<file path="src/rtl/rtc_bus_regs.sv">
module rtc_bus_regs #(
  parameter logic [6:0] DEV_ADDR   = 7'b1101000,
  parameter int         TIME_BYTES = 7
) (
  input  logic                    clk,
  input  logic                    rst_n,
  input  logic                    scl_i,
  input  logic                    sda_i,
  output logic                    sda_oe,
  input  logic                    pwr_fail,
  input  logic                    osc_stop,
  input  logic [8*TIME_BYTES-1:0] live_time,
  output logic                    wr_en,
  output logic [3:0]              wr_addr,
  output logic [7:0]              wr_data,
  output logic [7:0]              ctrl_q,
  output logic [7:0]              chg_q,
  output logic                    chg_en,
  output logic                    osf_q
);
  localparam int         TW     = 8*TIME_BYTES;
  localparam logic [3:0] CTRL_A = 4'(TIME_BYTES);
  localparam logic [3:0] CHG_A  = CTRL_A + 4'd1;
  localparam logic [3:0] FLAG_A = CTRL_A + 4'd2;

  typedef enum logic [2:0] {IDLE, ADDR, AACK, WRX, WACK, TX, MACK} st_t;

  logic [1:0]    scl_sy, sda_sy;
  logic          scl_p, sda_p;
  logic          scl_s, sda_s;
  logic          scl_rise, scl_fall, bus_start, bus_stop;
  st_t           st;
  logic [3:0]    cnt;
  logic [7:0]    sh, tx, rd_byte;
  logic          rw, got_ptr, mack;
  logic [3:0]    ptr, ptr_nx;
  logic [TW-1:0] snap;

  always_ff @(posedge clk or negedge rst_n)
    if (!rst_n) begin
      scl_sy <= '1; sda_sy <= '1; scl_p <= 1'b1; sda_p <= 1'b1;
    end else begin
      scl_sy <= {scl_sy[0], scl_i};
      sda_sy <= {sda_sy[0], sda_i};
      scl_p  <= scl_sy[1];
      sda_p  <= sda_sy[1];
    end

  assign scl_s     = scl_sy[1];
  assign sda_s     = sda_sy[1];
  assign scl_rise  = scl_s & ~scl_p;
  assign scl_fall  = ~scl_s & scl_p;
  assign bus_start = scl_s & scl_p & sda_p & ~sda_s;
  assign bus_stop  = scl_s & scl_p & ~sda_p & sda_s;

  function automatic logic [3:0] step(input logic [3:0] p);
    if (p == CTRL_A || p >= FLAG_A) return 4'd0;
    return p + 4'd1;
  endfunction

  assign ptr_nx = step(ptr);

  always_comb begin
    rd_byte = 8'h00;
    for (int i = 0; i < TIME_BYTES; i++)
      if (ptr == 4'(i)) rd_byte = snap[8*i +: 8];
    if (ptr == CTRL_A) rd_byte = ctrl_q;
    if (ptr == CHG_A)  rd_byte = chg_q;
    if (ptr == FLAG_A) rd_byte = {osf_q, 7'b0};
  end

  assign chg_en = (chg_q[7:4] == 4'b1010) && (chg_q[3:2] == 2'b01 || chg_q[3:2] == 2'b10)
                  && (chg_q[1:0] != 2'b00);

  always_ff @(posedge clk or negedge rst_n)
    if (!rst_n) begin
      st <= IDLE; cnt <= '0; sh <= '0; tx <= '0; rw <= 1'b0; got_ptr <= 1'b0; mack <= 1'b0;
      ptr <= '0; snap <= '0; sda_oe <= 1'b0; wr_en <= 1'b0; wr_addr <= '0; wr_data <= '0;
      ctrl_q <= 8'h80; chg_q <= 8'h00; osf_q <= 1'b1;
    end else begin
      wr_en <= 1'b0;
      if (bus_start) begin
        st <= ADDR; cnt <= '0; sda_oe <= 1'b0; snap <= live_time;
      end else if (bus_stop) begin
        st <= IDLE; sda_oe <= 1'b0; snap <= live_time;
      end else begin
        if (scl_rise && (st == ADDR || st == WRX)) begin
          sh  <= {sh[6:0], sda_s};
          cnt <= cnt + 4'd1;
        end
        if (scl_rise && st == MACK) mack <= ~sda_s;
        if (scl_fall)
          case (st)
            ADDR:
              if (cnt == 4'd8) begin
                cnt <= '0;
                if (sh[7:1] == DEV_ADDR && !pwr_fail) begin
                  st <= AACK; rw <= sh[0]; sda_oe <= 1'b1;
                end else st <= IDLE;
              end
            AACK: begin
              got_ptr <= 1'b0;
              if (rw) begin
                st <= TX; tx <= rd_byte; sda_oe <= ~rd_byte[7]; cnt <= 4'd1;
              end else begin
                st <= WRX; sda_oe <= 1'b0; cnt <= '0;
              end
            end
            WRX:
              if (cnt == 4'd8) begin
                cnt <= '0;
                if (pwr_fail) st <= IDLE;
                else begin
                  st <= WACK; sda_oe <= 1'b1;
                  if (!got_ptr) begin
                    got_ptr <= 1'b1;
                    ptr     <= sh[3:0];
                  end else begin
                    if (ptr <= FLAG_A) begin
                      wr_en <= 1'b1; wr_addr <= ptr; wr_data <= sh;
                    end
                    if (ptr == CTRL_A) ctrl_q <= sh;
                    if (ptr == CHG_A)  chg_q  <= sh;
                    if (ptr == FLAG_A && !sh[7]) osf_q <= 1'b0;
                    ptr <= ptr_nx;
                    if (ptr_nx == 4'd0) snap <= live_time;
                  end
                end
              end
            WACK: begin
              st <= WRX; sda_oe <= 1'b0;
            end
            TX:
              if (cnt == 4'd8) begin
                st <= MACK; sda_oe <= 1'b0; cnt <= '0; ptr <= ptr_nx;
                if (ptr_nx == 4'd0) snap <= live_time;
              end else begin
                sda_oe <= ~tx[6];
                tx     <= {tx[6:0], 1'b0};
                cnt    <= cnt + 4'd1;
              end
            MACK:
              if (mack) begin
                st <= TX; tx <= rd_byte; sda_oe <= ~rd_byte[7]; cnt <= 4'd1;
              end else st <= IDLE;
            default: ;
          endcase
      end
      if (osc_stop) osf_q <= 1'b1;
    end
endmodule

</file>
<file path="config.mk">
export PLATFORM = sky130hd
export DESIGN_NAME = rtc_bus_regs
export DESIGN_NICKNAME = d
export VERILOG_FILES = /design/src/rtl/rtc_bus_regs.sv
export SDC_FILE = /design/constraint.sdc
export NUM_CORES = 1
export LEC_CHECK = 0
export ABC_CLOCK_PERIOD_IN_PS = 2400
export BUFFER_PORTS_ARGS = -buffer_cell sky130_fd_sc_hd__buf_4
export CORE_UTILIZATION = 50
export DETAILED_ROUTE_END_ITERATION = 8
export PLACE_DENSITY = 0.74
export SETUP_SLACK_MARGIN = 0.02
export SYNTH_ARGS = -nofsm -noshare
export SYNTH_HDL_FRONTEND = slang
export SYNTH_SLANG_ARGS = --single-unit
</file>
<file path="constraint.sdc">
create_clock -name clk -period 2.4 [get_ports clk]
set_clock_uncertainty 0.2 [all_clocks]
set_input_delay 0.48 -clock clk [delete_from_list [all_inputs] [get_ports clk]]
set_output_delay 0.48 -clock clk [all_outputs]
set_load 0.005 [all_outputs]
</file>
==> parameters.txt <==
Parameter                              Value

Run status
  Outcome    finished with violations
  Failing checks    DRC, setup timing

Synth
  Share of Yosys cell area claimed by the top area cell type    47.0%
  Most used standard cell by instance count after synthesis    sky130_fd_sc_hd__dfrtp_1
  Synthesized netlist net count    596
  FFs w/ async S/R, synth    100%
  Number of distinct standard cells referenced by the synthesized netlist    69
  Combined area of all synthesized cells    0.00607 sq mm
  Leading cell types by total area after synthesis    sky130_fd_sc_hd__dfrtp_1 47%, sky130_fd_sc_hd__mux2_2 15%, sky130_fd_sc_hd__dfstp_2 3.5%
  Post-synth EDFFs    0
  Yosys reg bits    122
  Top_reg_cell synth    sky130_fd_sc_hd__dfrtp_1
  Count of synthesis-stage warnings from yosys    0
  Leading post-synthesis cells by instance count    114 x sky130_fd_sc_hd__dfrtp_1, 82 x sky130_fd_sc_hd__mux2_2, 31 x sky130_fd_sc_hd__o21ai_0
  Share of the yosys chip area belonging to registers    about half
  Mean post-synth cell area    about 12 sq um
  Library cell with the largest summed area after synthesis    sky130_fd_sc_hd__dfrtp_1
  Cells after Synth    527

Layout
  Fin util    a little under three quarters
  Filler cells    around 800
  Antenna Diode Count    0
  Combined area of the multi-input logic cells    approximately 0.0031 sq mm
  Sequential cell area    0.00306 sq mm
  Share of post-route cells with drive strength above 1    45.5%
  Area grow syn2layout    36.3%
  Number of nets in the layout    740
  Number of standard cells in the final layout excluding fillers    between 800 and 900

Timing
  Worst-Margin Slew    around 0.74 ns
  Hold Violations, Final    0
  Worst slew slack as a fraction of its limit    between 40% and 50%
  Final Slew Violations    0
  Setup repair after global routing missed its margin    true
  Endpoints failing setup    23
  Post-route setup TNS    -0.231 ns
  Min Clock Period, post-route    roughly 2.4 ns
  Share of the cycle needed by the critical path after routing    101%
  Maximum clock rate    0.413 GHz
  Fin worst setup slack    -0.0215 ns

Clock network
  # H-tree levels    4
  Total CTS buffers    17
  Source-to-sink clock delay at the later pin of the worst-skew pair    around 0.43 ns
  TritonCTS clock tree    done
  TritonCTS Sinks    ~120
  Register clock-pin slew on the reported worst setup and hold paths    ~0.06 ns
  Library cell used as clock root buffer    sky130_fd_sc_hd__clkbuf_16
  Maximum clock path buffer count    2

Placed design
  Final RePlAce weighted congestion    0.887
  Post-DP HPWL    around 11000 um
  Placed insts    a little under 800
  Port buffer count    just over 90

Run
  Maximum capacitance violations    0

Power
  Clock Power Share    approximately two fifths
  Sequential fraction of design power    42.8%
  Logic gate share of total power    between 10% and 20%
  VDD IR-drop max    ~0.0006 V
  Switching power    1.61 mW
  Cell-internal power    between 4 and 5 mW
  Lkg Pwr    3.86 nW
  Total power divided by cell area    approximately 750 mW/mm^2
  Switch share    about a quarter
  Total power consumption of the routed design    between 6 and 7 mW

Worst setup path
  Reg2reg setup slack    -0.02 ns
  Startpoint of the worst setup timing path    ptr[0]
  Cells on worst reg2reg path    9
  Critical Path Start Type    flop
  Data required, critical path    around 2.5 ns
  Worst stage delay on the critical path    approximately 0.42 ns
  Type of the setup path with the least slack    flop to flop
  Crit-path slowest cell    sky130_fd_sc_hd__dfrtp_1
  Critical path endpoint category    flop
  Worst R2R End    snap[34]
  CP Cell Sequence    inv_2 -> ha_4 -> nor3b_4 -> a22o_1 -> a21oi_2 -> a31oi_4 -> buf_6 -> clkbuf_16 -> mux2_4
  WP data arrival    about 2.5 ns
  Worst R2R Start    ptr[0]
  Critical path peak fanout    5

Route
  Post-detailed-route count of antenna-violating nets    0
  Post-DR vias/cell    between 5 and 6
  Drt total wl    roughly 17000 um
  TritonRoute pass-1 iters    7
  Number of design-rule violations left by the first detailed-router iteration    roughly 380
  Residual DRC    6
  Number of vias after detailed routing    4953
  WL per Instance    approximately 21 um

Die
  Count of standard-cell rows    39
  Overall die height    around 110 um
  Die Area    approximately 0.013 sq mm
  Core Region    approximately 0.012 sq mm
  # IOs    between 90 and 100
  Width of the chip    around 110 um
  Effective utilization at floorplan    between 50% and 60%

Global routing
  First-pass GRT wire length    between 20000 and 30000 um
  Vias in the first global route    between 4000 and 5000
  Tot GR Track Use    27.7%
  Initial antenna violation count    0
  Pin count of the biggest net entering global routing    approximately 120
  GRT Residual Overflow    0

Worst hold path
  Hold Crit Endpoint    osf_q
  Hold wc startpoint    osc_stop
  Kind of path behind the tightest hold check    primary input to flop
  Hold path cells    2
==> registers in the layout, summed over array words and instances (netlist names), 3 cells and up <==
name	count
chg_q	8
cnt	4
ctrl_q	8
ptr	4
sh	8
snap	56
st	3
tx	7
wr_addr	4
wr_data	8
==> logic make-up after synthesis <==
family,synth area share (%)
compound gates,16.0
xor+xnor,0.577
fa+ha+maj,1.44
buf+inv,3.21
flops,50.4
mux,17.9
simple gates,10.3
==> worst max-delay path, delay by kind of cell (launching register included) <==
kind	cells	cell delay, ns
and+or+nand+nor	1	0.21
DFF	1	0.42
muxes	1	0.31
buffers and inverters	3	0.48
adders and majority gates	1	0.14
AOI/OAI and AO/OA	3	0.53
==> power by group through the flow <==
stage | registers, mW | logic, mW | clock network, mW
global route | 2.70 | 1.08 | 2.69
finish | 2.67 | 1.00 | 2.58
global placement | 2.66 | 0.836 | 0
detailed placement | 2.68 | 0.866 | 0
floorplan | 2.60 | 0.499 | 0
CTS | 2.65 | 0.925 | 2.59
==> per-stage QoR <==
step | area, sq um | setup slack, ns | hold WS, ns
global placement | 7250 | -0.0427 | 0.146
detailed placement | 7250 | -0.0501 | 0.147
floorplan | 6110 | 0.0208 | -0.0156
global route | 8280 | -0.0989 | 0.0489
CTS | 8100 | -0.0477 | 0.0377
finish | 8280 | -0.0215 | 0.0526
==> repair_timing <==
item	CTS	global route
hold buffers	3	0
gates resized for setup	25	39
hold endpoints to repair	116	0
setup endpoints to repair	86	91
buffers inserted	4	4
pin swaps	1	6
gates cloned	3	3
==> cells in the final DEF (no fill, tap or decap), types with 4 or more instances in the layout <==
cell type                   count
sky130_fd_sc_hd__o31ai_1        9
sky130_fd_sc_hd__a31oi_1        6
sky130_fd_sc_hd__nand3b_1       7
sky130_fd_sc_hd__a221oi_1       8
sky130_fd_sc_hd__a22oi_1       15
sky130_fd_sc_hd__nand2b_1      10
sky130_fd_sc_hd__nor2b_1        6
sky130_fd_sc_hd__clkbuf_8       5
sky130_fd_sc_hd__clkbuf_16     19
sky130_fd_sc_hd__dfrtp_1      113
sky130_fd_sc_hd__nand2_1       26
sky130_fd_sc_hd__nand3_1       11
sky130_fd_sc_hd__mux2_2        54
sky130_fd_sc_hd__inv_1          8
sky130_fd_sc_hd__o21ai_0       31
sky130_fd_sc_hd__dfstp_2        8
sky130_fd_sc_hd__o22ai_1        4
sky130_fd_sc_hd__a21o_1         6
sky130_fd_sc_hd__o211ai_1       6
sky130_fd_sc_hd__clkbuf_1       4
sky130_fd_sc_hd__buf_4        140
sky130_fd_sc_hd__nor2_1        26
sky130_fd_sc_hd__mux2_4        37
sky130_fd_sc_hd__buf_6          6
sky130_fd_sc_hd__a21oi_1       18
==> worst max path at each step <==
stage / slack, ns / end / cells past startpoint
after CTS: -0.05 / snap[9] / 8
after floorplan: 0.02 / wr_addr[0] / 8
final: -0.02 / snap[34] / 9
after global routing: -0.1 / snap[53] / 9
after global placement: -0.04 / ctrl_q[2] / 6
after detailed placement: -0.05 / ctrl_q[5] / 7
==> routing by layer <==
| layer | routed length (um) | part of all wire [%] | track usage [%] | up-vias |
|---|---|---|---|---|
| met5 | 0 | 0 | 0 | - |
| met4 | 588 | 3.5 | 12.1 | 0 |
| met3 | 1030 | 6.0 | 6.97 | 43 |
| met2 | 8000 | 47 | 42.5 | 224 |
| met1 | 7410 | 44 | 37.6 | 2438 |
| li1 | - | - | - | 2248 |
==> layout make-up <==
class	count	area share, %
multi-input combinational	361	37.0
sequential	122	37.0
timing repair buffer	157	16.0
clock buffer	26	6.15
tap	143	2.16
clock inverter	6	1.03
inverter	12	0.589
No activity file was read; power rests on OpenSTA's default activity.
